<file path="config.mk">
export PLATFORM = sky130hd
export DESIGN_NAME = ppsq_top
export DESIGN_NICKNAME = d
export VERILOG_FILES = /design/src/rtl/ppsq_pkg.sv /design/src/rtl/ppsq_step_rom.sv /design/src/rtl/ppsq_hold_timer.sv /design/src/rtl/ppsq_capture.sv /design/src/rtl/ppsq_top.sv
export SDC_FILE = /design/constraint.sdc
export NUM_CORES = 1
export LEC_CHECK = 0
export BUFFER_PORTS_ARGS = -buffer_cell sky130_fd_sc_hd__buf_4
export CAP_MARGIN = 10
export CORE_MARGIN = 1.5
export CORE_UTILIZATION = 49
export CTS_CLUSTER_DIAMETER = 40
export DETAILED_ROUTE_END_ITERATION = 8
export HOLD_SLACK_MARGIN = 0.02
export PLACE_DENSITY = 0.83
export SETUP_SLACK_MARGIN = 0.02
export SYNTH_ARGS = -nofsm -noshare
export SYNTH_HDL_FRONTEND = slang
export SYNTH_SLANG_ARGS = --single-unit
</file>
<file path="constraint.sdc">
create_clock -name clk_i -period 6 [get_ports clk_i]
set_clock_uncertainty 0.15 [all_clocks]
set_input_delay 0.3 -clock clk_i [delete_from_list [all_inputs] [get_ports clk_i]]
set_output_delay 0.3 -clock clk_i [all_outputs]
set_load 0.03 [all_outputs]
</file>
<file path="src/rtl/ppsq_pkg.sv">
package ppsq_pkg;
  localparam int unsigned STEPS_FULL = 51;
  localparam int unsigned IDX_W      = $clog2(STEPS_FULL);

  localparam logic [1:0] MODE_WAKE = 2'd0;
  localparam logic [1:0] MODE_ATT  = 2'd1;
  localparam logic [1:0] MODE_REL  = 2'd2;
  localparam logic [1:0] MODE_FULL = 2'd3;

  localparam logic [7:0] MASK_AB = 8'hB8;
  localparam logic [7:0] MASK_C  = 8'h38;

  typedef enum logic [2:0] {
    K_DATA, K_CTRL, K_CAP_A, K_CAP_B, K_CAP_C
  } step_kind_e;

  typedef struct packed {
    step_kind_e kind;
    logic [7:0] val;
    logic       last;
  } step_t;
endpackage

</file>
<file path="src/rtl/ppsq_step_rom.sv">
module ppsq_step_rom
  import ppsq_pkg::*;
(
  input  logic [1:0]       mode_i,
  input  logic [IDX_W-1:0] idx_i,
  output step_t            step_o
);
  function automatic step_t mk(step_kind_e k, logic [7:0] v);
    step_t s;
    s.kind = k;
    s.val  = v;
    s.last = 1'b0;
    return s;
  endfunction

  // one handshake, 16 steps; key is the mode byte
  function automatic step_t hs(logic [3:0] k, logic [7:0] key);
    case (k)
      4'd0:    return mk(K_CTRL, 8'h04);
      4'd1:    return mk(K_DATA, 8'h22);
      4'd2:    return mk(K_DATA, 8'hAA);
      4'd3:    return mk(K_DATA, 8'h55);
      4'd4:    return mk(K_DATA, 8'h00);
      4'd5:    return mk(K_DATA, 8'hFF);
      4'd6:    return mk(K_CAP_A, 8'h00);
      4'd7:    return mk(K_DATA, 8'h87);
      4'd8:    return mk(K_CAP_B, 8'h00);
      4'd9:    return mk(K_DATA, 8'h78);
      4'd10:   return mk(K_CAP_C, 8'h00);
      4'd11:   return mk(K_DATA, key);
      4'd12:   return mk(K_CTRL, 8'h04);
      4'd13:   return mk(K_CTRL, 8'h05);
      4'd14:   return mk(K_CTRL, 8'h04);
      default: return mk(K_DATA, 8'hFF);
    endcase
  endfunction

  function automatic logic [7:0] wr_addr(logic [1:0] w);
    case (w)
      2'd0:    return 8'h08;
      2'd1:    return 8'h0C;
      2'd2:    return 8'h0A;
      default: return 8'h12;
    endcase
  endfunction

  function automatic logic [7:0] wr_val(logic [1:0] w);
    case (w)
      2'd0:    return 8'h10;
      2'd1:    return 8'h14;
      2'd2:    return 8'h38;
      default: return 8'h10;
    endcase
  endfunction

  logic [IDX_W-1:0] off;

  always_comb begin
    off    = idx_i - IDX_W'(35);
    step_o = mk(K_DATA, 8'hFF);
    case (mode_i)
      MODE_FULL: begin
        if (idx_i < IDX_W'(16))      step_o = hs(idx_i[3:0], 8'h00);
        else if (idx_i < IDX_W'(32)) step_o = hs(idx_i[3:0], 8'hE0);
        else if (idx_i == IDX_W'(32)) step_o = mk(K_DATA, 8'h00);
        else if (idx_i == IDX_W'(33)) step_o = mk(K_CTRL, 8'h01);
        else if (idx_i == IDX_W'(34)) step_o = mk(K_CTRL, 8'h04);
        else begin
          case (off[1:0])
            2'd0:    step_o = mk(K_DATA, 8'h60 + wr_addr(off[3:2]));
            2'd1:    step_o = mk(K_CTRL, 8'h01);
            2'd2:    step_o = mk(K_DATA, wr_val(off[3:2]));
            default: step_o = mk(K_CTRL, 8'h04);
          endcase
        end
        step_o.last = (idx_i == IDX_W'(STEPS_FULL - 1));
      end
      MODE_REL: begin
        if (idx_i < IDX_W'(16)) step_o = hs(idx_i[3:0], 8'h30);
        else                    step_o = mk(K_CTRL, 8'h8C);
        step_o.last = (idx_i == IDX_W'(16));
      end
      default: begin
        step_o = hs(idx_i[3:0], (mode_i == MODE_ATT) ? 8'hE0 : 8'h00);
        step_o.last = (idx_i == IDX_W'(15));
      end
    endcase
  end
endmodule

</file>
<file path="src/rtl/ppsq_hold_timer.sv">
module ppsq_hold_timer #(
  parameter int unsigned HOLD = 4
) (
  input  logic clk_i,
  input  logic rst_ni,
  input  logic clr_i,
  input  logic run_i,
  output logic entry_o,
  output logic expire_o
);
  localparam int unsigned CNT_W = $clog2(HOLD + 1);

  logic [CNT_W-1:0] cnt_q;

  assign entry_o  = (cnt_q == '0);
  assign expire_o = (cnt_q == CNT_W'(HOLD - 1));

  always_ff @(posedge clk_i or negedge rst_ni) begin
    if (!rst_ni)      cnt_q <= '0;
    else if (clr_i)   cnt_q <= '0;
    else if (run_i)   cnt_q <= expire_o ? '0 : cnt_q + 1'b1;
  end

  AST_HOLD_RANGE: assert property (@(posedge clk_i) disable iff (!rst_ni)
    cnt_q < CNT_W'(HOLD));
endmodule

</file>
<file path="src/rtl/ppsq_capture.sv">
module ppsq_capture
  import ppsq_pkg::*;
(
  input  logic       clk_i,
  input  logic       rst_ni,
  input  logic [2:0] cap_en_i,
  input  logic [7:0] status_i,
  input  logic [1:0] mode_i,
  output logic [7:0] cap_a_o,
  output logic [7:0] cap_b_o,
  output logic [7:0] cap_c_o,
  output logic       ok_o
);
  always_ff @(posedge clk_i or negedge rst_ni) begin
    if (!rst_ni) begin
      cap_a_o <= '0;
      cap_b_o <= '0;
      cap_c_o <= '0;
    end else begin
      if (cap_en_i[0]) cap_a_o <= status_i & MASK_AB;
      if (cap_en_i[1]) cap_b_o <= status_i & MASK_AB;
      if (cap_en_i[2]) cap_c_o <= status_i & MASK_C;
    end
  end

  logic ab_ok;
  assign ab_ok = (cap_a_o == 8'hB8) && (cap_b_o == 8'h18);

  always_comb begin
    case (mode_i)
      MODE_ATT, MODE_FULL: ok_o = ab_ok && (cap_c_o == 8'h30);
      MODE_REL:            ok_o = ab_ok && (cap_c_o == 8'h38);
      default:             ok_o = 1'b0;
    endcase
  end

  AST_CAP_ONEHOT: assert property (@(posedge clk_i) disable iff (!rst_ni)
    $onehot0(cap_en_i));
  AST_CAP_C_MASK: assert property (@(posedge clk_i) disable iff (!rst_ni)
    (cap_c_o & ~MASK_C) == 8'h00);
endmodule

</file>
<file path="src/rtl/ppsq_top.sv">
module ppsq_top
  import ppsq_pkg::*;
#(
  parameter int unsigned HOLD = 4
) (
  input  logic       clk_i,
  input  logic       rst_ni,
  input  logic       start_i,
  input  logic [1:0] mode_i,
  input  logic [7:0] status_i,
  output logic [7:0] data_o,
  output logic [7:0] ctrl_o,
  output logic       busy_o,
  output logic       done_o,
  output logic       match_o,
  output logic [7:0] cap_a_o,
  output logic [7:0] cap_b_o,
  output logic [7:0] cap_c_o
);
  logic             busy_q;
  logic [1:0]       mode_q;
  logic [IDX_W-1:0] idx_q;
  logic             entry, expire, accept, ok;
  logic [2:0]       cap_en;
  step_t            step;

  assign accept = start_i && !busy_q;
  assign busy_o = busy_q;

  ppsq_step_rom u_rom (
    .mode_i (mode_q),
    .idx_i  (idx_q),
    .step_o (step)
  );

  ppsq_hold_timer #(.HOLD(HOLD)) u_timer (
    .clk_i    (clk_i),
    .rst_ni   (rst_ni),
    .clr_i    (accept),
    .run_i    (busy_q),
    .entry_o  (entry),
    .expire_o (expire)
  );

  assign cap_en[0] = busy_q && expire && (step.kind == K_CAP_A);
  assign cap_en[1] = busy_q && expire && (step.kind == K_CAP_B);
  assign cap_en[2] = busy_q && expire && (step.kind == K_CAP_C);

  ppsq_capture u_cap (
    .clk_i    (clk_i),
    .rst_ni   (rst_ni),
    .cap_en_i (cap_en),
    .status_i (status_i),
    .mode_i   (mode_q),
    .cap_a_o  (cap_a_o),
    .cap_b_o  (cap_b_o),
    .cap_c_o  (cap_c_o),
    .ok_o     (ok)
  );

  always_ff @(posedge clk_i or negedge rst_ni) begin
    if (!rst_ni) begin
      busy_q  <= 1'b0;
      mode_q  <= MODE_WAKE;
      idx_q   <= '0;
      data_o  <= 8'hFF;
      ctrl_o  <= 8'h0C;
      done_o  <= 1'b0;
      match_o <= 1'b0;
    end else begin
      done_o <= 1'b0;
      if (!busy_q) begin
        if (start_i) begin
          busy_q  <= 1'b1;
          mode_q  <= mode_i;
          idx_q   <= '0;
          match_o <= 1'b0;
        end
      end else begin
        if (entry) begin
          if (step.kind == K_DATA) data_o <= step.val;
          if (step.kind == K_CTRL) ctrl_o <= step.val;
        end
        if (expire) begin
          if (step.last) begin
            busy_q  <= 1'b0;
            done_o  <= 1'b1;
            match_o <= ok;
          end else begin
            idx_q <= idx_q + 1'b1;
          end
        end
      end
    end
  end

  AST_DONE_PULSE: assert property (@(posedge clk_i) disable iff (!rst_ni)
    done_o |=> !done_o);
  AST_DONE_ENDS_RUN: assert property (@(posedge clk_i) disable iff (!rst_ni)
    done_o |-> (!busy_o && $past(busy_q)));
  AST_MODE_HELD: assert property (@(posedge clk_i) disable iff (!rst_ni)
    (busy_q && $past(busy_q)) |-> $stable(mode_q));
  AST_WAKE_NO_MATCH: assert property (@(posedge clk_i) disable iff (!rst_ni)
    match_o |-> (mode_q != MODE_WAKE));
  AST_DATA_AT_ENTRY: assert property (@(posedge clk_i) disable iff (!rst_ni)
    !$stable(data_o) |-> $past(busy_q && entry));
  AST_CTRL_AT_ENTRY: assert property (@(posedge clk_i) disable iff (!rst_ni)
    !$stable(ctrl_o) |-> $past(busy_q && entry));
endmodule

</file>
==> results.json, run 1 <==
{
  "status": "complete, no violations",
  "drv_cap": 0,
  "arrival_ps": 3400,
  "path_max_fanout": 15,
  "dp_hpwl_um": 5200,
  "yosys.area.top_type": "dfrtp_1",
  "synth-seq-cells": 41,
  "postSynth.asyncResetShare_pct": 100.0,
  "place_area_sq_um": 3313,
  "drt_iter0_drc": 291,
  "rr_startpoint": "idx_q[0]",
  "seq_area_frac_synth_pct": 33.60,
  "drv_slew": 0,
  "period_needed_ps": 3359,
  "vias_per_cell": 6.095,
  "io_pins": 56,
  "core_area_sq_um": 5991,
  "ys.warnings.count": 0,
  "overflow": 0,
  "clk_pin_slew_ps": 80,
  "final_hold_viol_count": 0,
  "die_area_sq_um": 6792,
  "initial_utilization_pct": 51.59,
  "routed_wl_um": 7373,
  "die-height_um": 82.42,
  "synthTopCellsByCount": "31 x dfrtp_1, 21 x nand2_1, 20 x a21oi_1",
  "power_switching_share_pct": 50.06,
  "finalSetupViolCount": 0,
  "fin_area_sq_um": 3413,
  "cts_sinks": 41,
  "syn2layout_area_growth_pct": 10.45,
  "fillers": 533,
  "synth.distinct_cells": 69,
  "r2r_slack_ps": 2640,
  "synth-edff-count": 0,
  "syn_inst": 320,
  "p_int_mw": 1.130,
  "grt_pass1_vias": 2429,
  "ys.flop_type": "dfrtp_1",
  "synth_area_sq_um": 3090,
  "worst_pin_slew_ps": 772.4,
  "dr_total_vias": 2578,
  "cp-start-kind": "flop",
  "reg2reg_to": "ctrl_o[7]",
  "h-tree-depth": 2,
  "gp_congestion": 0.9281,
  "antenna_found_initial": 0,
  "min_to": "mode_q[1]",
  "holdPathStages": 3,
  "grt_setup_unrepaired": "no",
  "p_comb_share_pct": 65.7,
  "synth_top_area_share_pct": 25.10,
  "final.setup.tns_ps": 0,
  "critPathCaptureType": "flop",
  "die_x_um": 82.42,
  "synth.most_common_cell": "dfrtp_1",
  "maxSlewHeadroom_pct": 48.38,
  "max_freq_mhz": 297.7,
  "diodes": 0,
  "power_mw": 2.262,
  "seqPwrFrac_pct": 26.0,
  "ff2ff_path_depth": 7,
  "grt_pass1_wl_um": 11920,
  "cts_setup_buffers": 0,
  "hp-class": "in -> reg",
  "cts_buffers": 5,
  "route.detailed.wl_per_inst_um": 17.43,
  "clkLatencyLatePin_ps": 300,
  "layout.nets": 371,
  "row_count": 28,
  "synth.area.top_cells": "dfrtp_1 25%, dfstp_2 8.5%, mux2_2 6.2%, mux2i_1 5.2%, ha_1 4.5%",
  "clock_power_share_pct": 8.3,
  "grt_use_total_pct": 23.21,
  "cts_buffer_depth": 2,
  "hold_start": "mode_i[1]",
  "p_sw_mw": 1.133,
  "root_buffer": "clkbuf_8",
  "ant_nets": 0,
  "worstPathRequired_ps": 6040,
  "fin_crit_sh_pct": 55.99,
  "drc": 0,
  "grt_max_degree": 42,
  "drive_gt1_share_pct": 28.74,
  "firstDrtPassIters": 5,
  "leakagePower_nw": 1.487,
  "syn_avg_cell_area_sq_um": 9.658,
  "ir_drop_uv": 335.6,
  "crit_type": "reg -> reg",
  "powerDensity_nw_per_um2": 662.8,
  "cts_tree": "built",
  "port_buffers": 38
}
-- per-layer routing --
layer  vias to the layer above  GRT usage [%]  wire [um]
li1                       1193              -          -
met1                      1251          30.06       3141
met2                       115          37.56       3513
met3                        19          5.495        546
met4                         0          8.475        172
met5                         -              0          0
-- cells in the final DEF (no fill, tap or decap), drive strengths merged, types with 3 or more instances in the layout --
cell and count:
dfrtp 31, o21bai 3, a311oi 4, nand2b 8
conb 13, or3 4, o21ai 13, mux2 23
or2 4, nor4b 3, a22o 4, nand3 10
inv 15, clkbuf 5, and3 4, a21o 4
o211ai 4, a21oi 22, a211oi 4, dfstp 10
nor2b 5, ha 11, mux2i 16, nor2 13
a2111oi 4, nor3 5, buf 40, a31oi 5
nand2 21
-- sequential cells by signal, indices dropped and copies added (netlist names) --
signal and count:
ctrl_o 8, busy_o 1, mode_q 2, data_o 8, u_cap.cap_c_o 3, u_cap.cap_b_o 4, u_timer.cnt_q 3, idx_q 6
done_o 1, u_cap.cap_a_o 4, match_o 1
-- area by class of cell --
cell class / count / area [sq um] / share of cell area, %
multi-input combinational: 243 / 1824 / 53.45
sequential: 41 / 1039 / 30.43
timing repair buffer: 41 / 310.3 / 9.091
tap: 75 / 93.84 / 2.749
clock buffer: 5 / 68.82 / 2.016
inverter: 15 / 56.30 / 1.650
clock inverter: 3 / 21.27 / 0.6232
-- critical path: stages (launching register included) --
cell     delay (ps)
dfrtp_1         690
inv_1           280
ha_1            450
nor2b_1         240
a22o_1          280
a21oi_1         300
and3_1          510
mux2_4          340
-- per-stage QoR --
step                utilization, %  hold slack (ps)  std cells  setup slack (ps)
CTS                          56.98            32.79        423              2713
global route                 56.98            56.00        423              2493
detailed placement           55.30            166.2        414              2738
global placement             55.30            147.4        414              2799
finish                       56.98            39.20        423              2641
floorplan                        -           -145.6        332              3593
-- how the worst max path moves through the flow --
stage,from,to,slack (ps),depth (start not counted)
floorplan,idx_q[0],ctrl_o[0],3590,9
global placement,idx_q[0],ctrl_o[6],2800,7
detailed placement,idx_q[0],ctrl_o[5],2740,7
CTS,idx_q[0],ctrl_o[7],2710,7
global route,idx_q[0],ctrl_o[0],2490,7
finish,idx_q[0],ctrl_o[7],2640,7
-- cell families after synthesis --
group                      Yosys count  share of synthesized area (%)
xor gates and xnor gates             2                         0.5669
other                                1                         0.1213
adders and majority gates           11                          4.453
buffers and inverters               48                          8.826
AOI/OAI and AO/OA                   83                          19.68
muxes                               39                          14.29
and+or+nand+nor                     95                          18.46
DFF                                 41                          33.60
-- timing repair --
action	CTS	global route
endpoints found under the hold margin	31	0
gates resized for setup	0	0
hold buffers	1	0
setup endpoints to repair	0	0
-- power by group through the flow --
stage | clock network (mW) | logic [mW] | registers, mW
6_report | 0.188 | 1.49 | 0.588
5_1_grt | 0.205 | 1.60 | 0.608
4_1_cts | 0.194 | 1.48 | 0.586
3_5_place_dp | 0 | 1.47 | 0.589
3_3_place_gp | 0 | 1.44 | 0.583
2_1_floorplan | 0 | 0.985 | 0.716
No activity file was read; power rests on OpenSTA's default activity.
==> run 2, diff against run 1 <==
==> constraint.sdc (replaced) <==
create_clock -name clk_i -period 3.1 [get_ports clk_i]
set_clock_uncertainty 0.15 [all_clocks]
set_input_delay 0.155 -clock clk_i [delete_from_list [all_inputs] [get_ports clk_i]]
set_output_delay 0.155 -clock clk_i [all_outputs]
set_load 0.03 [all_outputs]
==> run 2 against run 1 <==
Effect of this change: critical path depth stayed put; non-clock buffer count is 19 higher; design area is 5.4% higher; combinational power is 110% higher; first-iteration DRC count is 18% higher; via count is 3.5% higher; global-route usage is 1.7 points higher; critical path type unchanged; die area stayed put; final cell count is 4.5% higher.
==> results.json, run 2 (synthesis gave the netlist of run 1 again) <==
{
  "timing.critical_path.from": "idx_q[1]",
  "layout_common_cells": "52 x buf_4, 31 x dfrtp_1, 21 x nand2_1",
  "cts_sinks": 41,
  "cts_tree": "built",
  "worst_pin_slew_ps": 549.3,
  "finalSetupViolCount": 0,
  "fillers": 506,
  "layout_commonest_cell": "buf_4",
  "period_needed_ps": 2943,
  "overflow": 0,
  "path_buf_inv": 1,
  "final_hold_viol_count": 0,
  "drive_gt1_share_pct": 30.52,
  "gp_congestion": 0.9671,
  "drt_iter0_drc": 344,
  "grt_pass1_vias": 2526,
  "cts_buffer_depth": 2,
  "final.setup.tns_ps": 0,
  "fin_area_sq_um": 3597,
  "worstPathRequired_ps": 3140,
  "rr_startpoint": "idx_q[1]",
  "grt_use_total_pct": 24.90,
  "timing.final.ws_setup_ps": 157.5,
  "ir_drop_uv": 711.5,
  "drc": 0,
  "row_count": 28,
  "powerDensity_nw_per_um2": 1292,
  "antenna_found_initial": 0,
  "hp-class": "in -> async",
  "dp_slack_ps": 242.3,
  "root_buffer": "clkbuf_8",
  "arrival_ps": 2980,
  "route.detailed.wl_per_inst_um": 17.99,
  "ant_nets": 0,
  "place_area_sq_um": 3403,
  "dp_hpwl_um": 5643,
  "power_mw": 4.648,
  "critPathCaptureType": "flop",
  "dr_total_vias": 2667,
  "syn2layout_area_growth_pct": 16.40,
  "io_pins": 56,
  "maxSlewHeadroom_pct": 62.43,
  "grt_setup_unrepaired": "no",
  "routed_wl_um": 7950,
  "clkLatencyLatePin_ps": 300,
  "initial_utilization_pct": 51.59,
  "biggestRegsByFlops": "ctrl_o x8, data_o x8, idx_q x6",
  "layout.nets": 390,
  "drv_cap": 0,
  "crit_path_max_incr_delay_ps": 530,
  "crit_family": "simple AND/OR/NAND/NOR gates",
  "grt_pass1_wl_um": 12720,
  "diodes": 0,
  "drv_slew": 0,
  "path_max_fanout": 13,
  "cp-start-kind": "flop",
  "firstDrtPassIters": 5,
  "worstPathCellList": "inv_1, ha_1, or2_2, a21oi_2, o211ai_4, and3_1, mux2_4",
  "fin_crit_sh_pct": 94.92,
  "port_buffers": 38,
  "vias_per_cell": 6.034,
  "grt_max_degree": 42,
  "die_area_sq_um": 6792,
  "leakagePower_nw": 1.586,
  "crit_type": "reg -> reg",
  "clk_pin_slew_ps": 90,
  "die_x_um": 82.42,
  "status": "complete, no violations",
  "cts_setup_buffers": 0,
  "die-height_um": 82.42,
  "slowest_stage": "dfrtp_1",
  "cts_buffers": 5,
  "core_area_sq_um": 5991,
  "h-tree-depth": 2,
  "max_freq_mhz": 339.8
}
run 2: repair_timing:
item | CTS | global route
hold endpoints to repair | 45 | 0
gates resized for setup | 0 | 1
hold buffers | 8 | 0
endpoints found under the setup margin | 0 | 2
run 2: area by class of cell:
type / count / area, sq um / area share (%)
well taps: 75 / 93.84 / 2.609
repair buffers: 60 / 470.5 / 13.08
clock buffers: 6 / 72.57 / 2.017
multi-input cells: 243 / 1827 / 50.78
flip-flops and latches: 41 / 1039 / 28.87
clock inverters: 2 / 38.79 / 1.078
inverters: 15 / 56.30 / 1.565
run 2: per-layer routing:
metal	GRT usage, %	share of wire [%]	up-vias
met4	8.475	2.1	0
met3	6.154	6.7	16
met2	39.35	48	122
met5	0	0	-
met1	33.10	44	1296
li1	-	-	1233
run 2: worst paths after layout:
kind	depth (start not counted)	slack, ps	to
max in group asynchronous	2	2180	ctrl_o[2]
max reg2reg	7	160	ctrl_o[6]
min in group clk_i	2	320	data_o[2]
max	7	160	ctrl_o[6]
min	2	240	mode_q[1]
min reg2reg	2	320	data_o[2]
run 2: per-stage QoR:
stage	std cells	util, %	hold WS [ps]
4_1_cts	442	60.00	229.2
6_report	442	60.05	244.0
3_3_place_gp	426	56.81	6.404
2_1_floorplan	332	-	-290.6
3_5_place_dp	426	56.81	16.34
5_1_grt	442	60.05	294.0
run 2: power breakdown:
| part | switching, mW | internal [mW] | leakage (nW) |
|---|---|---|---|
| clock network | 0.202 | 0.242 | 0.0554 |
| logic | 1.79 | 1.30 | 1.05 |
| registers | 0.278 | 0.834 | 0.477 |
==> run 3, diff against run 2 <==
--- a/config.mk
+++ b/config.mk
@@ -5,7 +5,7 @@
 export SDC_FILE = /design/constraint.sdc
 export NUM_CORES = 1
 export LEC_CHECK = 0
-export BUFFER_PORTS_ARGS = -buffer_cell sky130_fd_sc_hd__buf_4
+export BUFFER_PORTS_ARGS = -buffer_cell sky130_fd_sc_hd__buf_2
 export CAP_MARGIN = 10
 export CORE_MARGIN = 1.5
 export CORE_UTILIZATION = 49
==> run 3 against run 2 <==
Effect of this change: sequential cell count unchanged; non-clock buffer count increased by 2; sequential share of layout area increased by 0.68 points; hold slack improved by 73 ps; critical path depth is 1 higher; final cell count up 0.45%; core utilization shrank 1.4 points; count of clock-buffer cells in the layout is the same; register-to-register slack better by 140 ps; first-iteration DRC count is 17% lower; critical path type unchanged; via count is 0.45% lower; global-route usage shrank 1.9 points.
==> results.json, run 3 (synthesis gave the netlist of run 1 again) <==
{
  "place_area_sq_um": 3323,
  "diodes": 0,
  "gp_congestion": 0.9785,
  "antenna_found_initial": 0,
  "biggestRegsByFlops": "ctrl_o x8, data_o x8, idx_q x6",
  "dp_hpwl_um": 5425,
  "grt_pass1_wl_um": 12100,
  "ir_drop_uv": 710.7,
  "route.detailed.wl_per_inst_um": 16.98,
  "layout.nets": 392,
  "path_max_fanout": 11,
  "drive_gt1_share_pct": 30.62,
  "port_buffers": 38,
  "seq_area_sq_um": 1039,
  "multi_input_area_sq_um": 1824,
  "max_freq_mhz": 356.2,
  "clk_pin_slew_ps": 80,
  "drv_slew": 0,
  "initial_utilization_pct": 51.59,
  "arrival_ps": 2880,
  "drv_cap": 0,
  "final_hold_viol_count": 0,
  "maxSlewHeadroom_pct": 40.25,
  "worstPathCellList": "inv_1, ha_1, buf_4, or3_1, a2111oi_0, o21bai_1, a311oi_1, a2bb2oi_1",
  "gr-usage-met2_pct": 37.48,
  "clkLatencyLatePin_ps": 290,
  "final.setup.tns_ps": 0,
  "layout_commonest_cell": "buf_2",
  "hp-class": "reg -> reg",
  "power_mw": 4.521,
  "dr_total_vias": 2655,
  "cts_buffers": 5,
  "leakagePower_nw": 1.567,
  "overflow": 0,
  "dp_slack_ps": 367.1,
  "layout_common_cells": "38 x buf_2, 31 x dfrtp_1, 21 x nand2_1",
  "row_count": 28,
  "use_met3_pct": 3.736,
  "drt_iter0_drc": 284,
  "grt_util_met1_pct": 31.98,
  "fin_crit_sh_pct": 90.55,
  "die_area_sq_um": 6792,
  "status": "complete, no violations",
  "cts_buffer_depth": 2,
  "fin_area_sq_um": 3515,
  "routed_wl_um": 7537,
  "cp-start-kind": "flop",
  "period_needed_ps": 2807,
  "worstPathRequired_ps": 3170,
  "worst_pin_slew_ps": 896.3,
  "firstDrtPassIters": 5,
  "grt_setup_unrepaired": "no",
  "cts_tree": "built",
  "crit_path_max_incr_delay_ps": 590,
  "io_pins": 56,
  "grt_pass1_vias": 2519,
  "powerDensity_nw_per_um2": 1286,
  "hold_slack_ps": 316.6,
  "vias_per_cell": 5.980,
  "drc": 0,
  "syn2layout_area_growth_pct": 13.72,
  "die_x_um": 82.42,
  "ctsResizeCount": 0,
  "fillers": 514,
  "gr-max-usage-layer": "met2",
  "cts_sinks": 41,
  "grt_use_total_pct": 23.03,
  "crit_type": "reg -> reg",
  "grt_max_degree": 42,
  "critPathCaptureType": "flop",
  "die-height_um": 82.42,
  "h-tree-depth": 2,
  "root_buffer": "clkbuf_8",
  "finalSetupViolCount": 0,
  "ant_nets": 0,
  "timing.final.ws_setup_ps": 292.9,
  "core_area_sq_um": 5991,
  "slowest_stage": "dfrtp_1"
}
==> run 3: final timing paths <==
check | from | end | slack, ps | cells after the start
setup / recovery | idx_q[1] | data_o[4] | 290 | 8
hold / removal | data_o[2] | data_o[2] | 320 | 2
setup reg to reg | idx_q[1] | data_o[4] | 290 | 8
hold reg to reg | data_o[2] | data_o[2] | 320 | 2
max in group asynchronous | rst_ni | idx_q[1] | 1870 | 2
min in group asynchronous | rst_ni | u_cap.cap_a_o[7] | 370 | 2
==> run 3: report_power, final <==
group          internal (mW)  switching [mW]
Sequential             0.833           0.245
Combinational           1.21            1.79
Clock                  0.242           0.200
==> run 3: worst max-delay path: cells and delay by family (launching register included) <==
family          cells  cell delay, ps
compound gates      4             960
fa+ha+maj           1             260
buf+inv             2             350
flops               1             590
simple gates        1             420
==> run 3: metrics by stage <==
step	cells	utilization, %
finish	444	58.67
global route	444	58.67
CTS	444	58.67
detailed placement	428	55.47
global placement	428	55.47
floorplan	332	-
==> run 3: layer usage <==
layer | share of wire [%] | up-vias
met5 | 0 | -
met1 | 45 | 1293
li1 | - | 1239
met2 | 48 | 112
met4 | 1.2 | 0
met3 | 5.5 | 11
==> run 3: what timing repair did <==
item	4_1_cts	5_1_grt
hold buffers	8	0
endpoints found under the hold margin	45	0
setup buffers	0	0
==> run 3: area by class of cell <==
cell class,count,share of cell area (%)
multi-input cells,243,51.90
well taps,75,2.670
flip-flops and latches,41,29.55
clock inverters,2,1.104
inverters,15,1.602
clock buffers,6,2.065
repair buffers,62,11.11
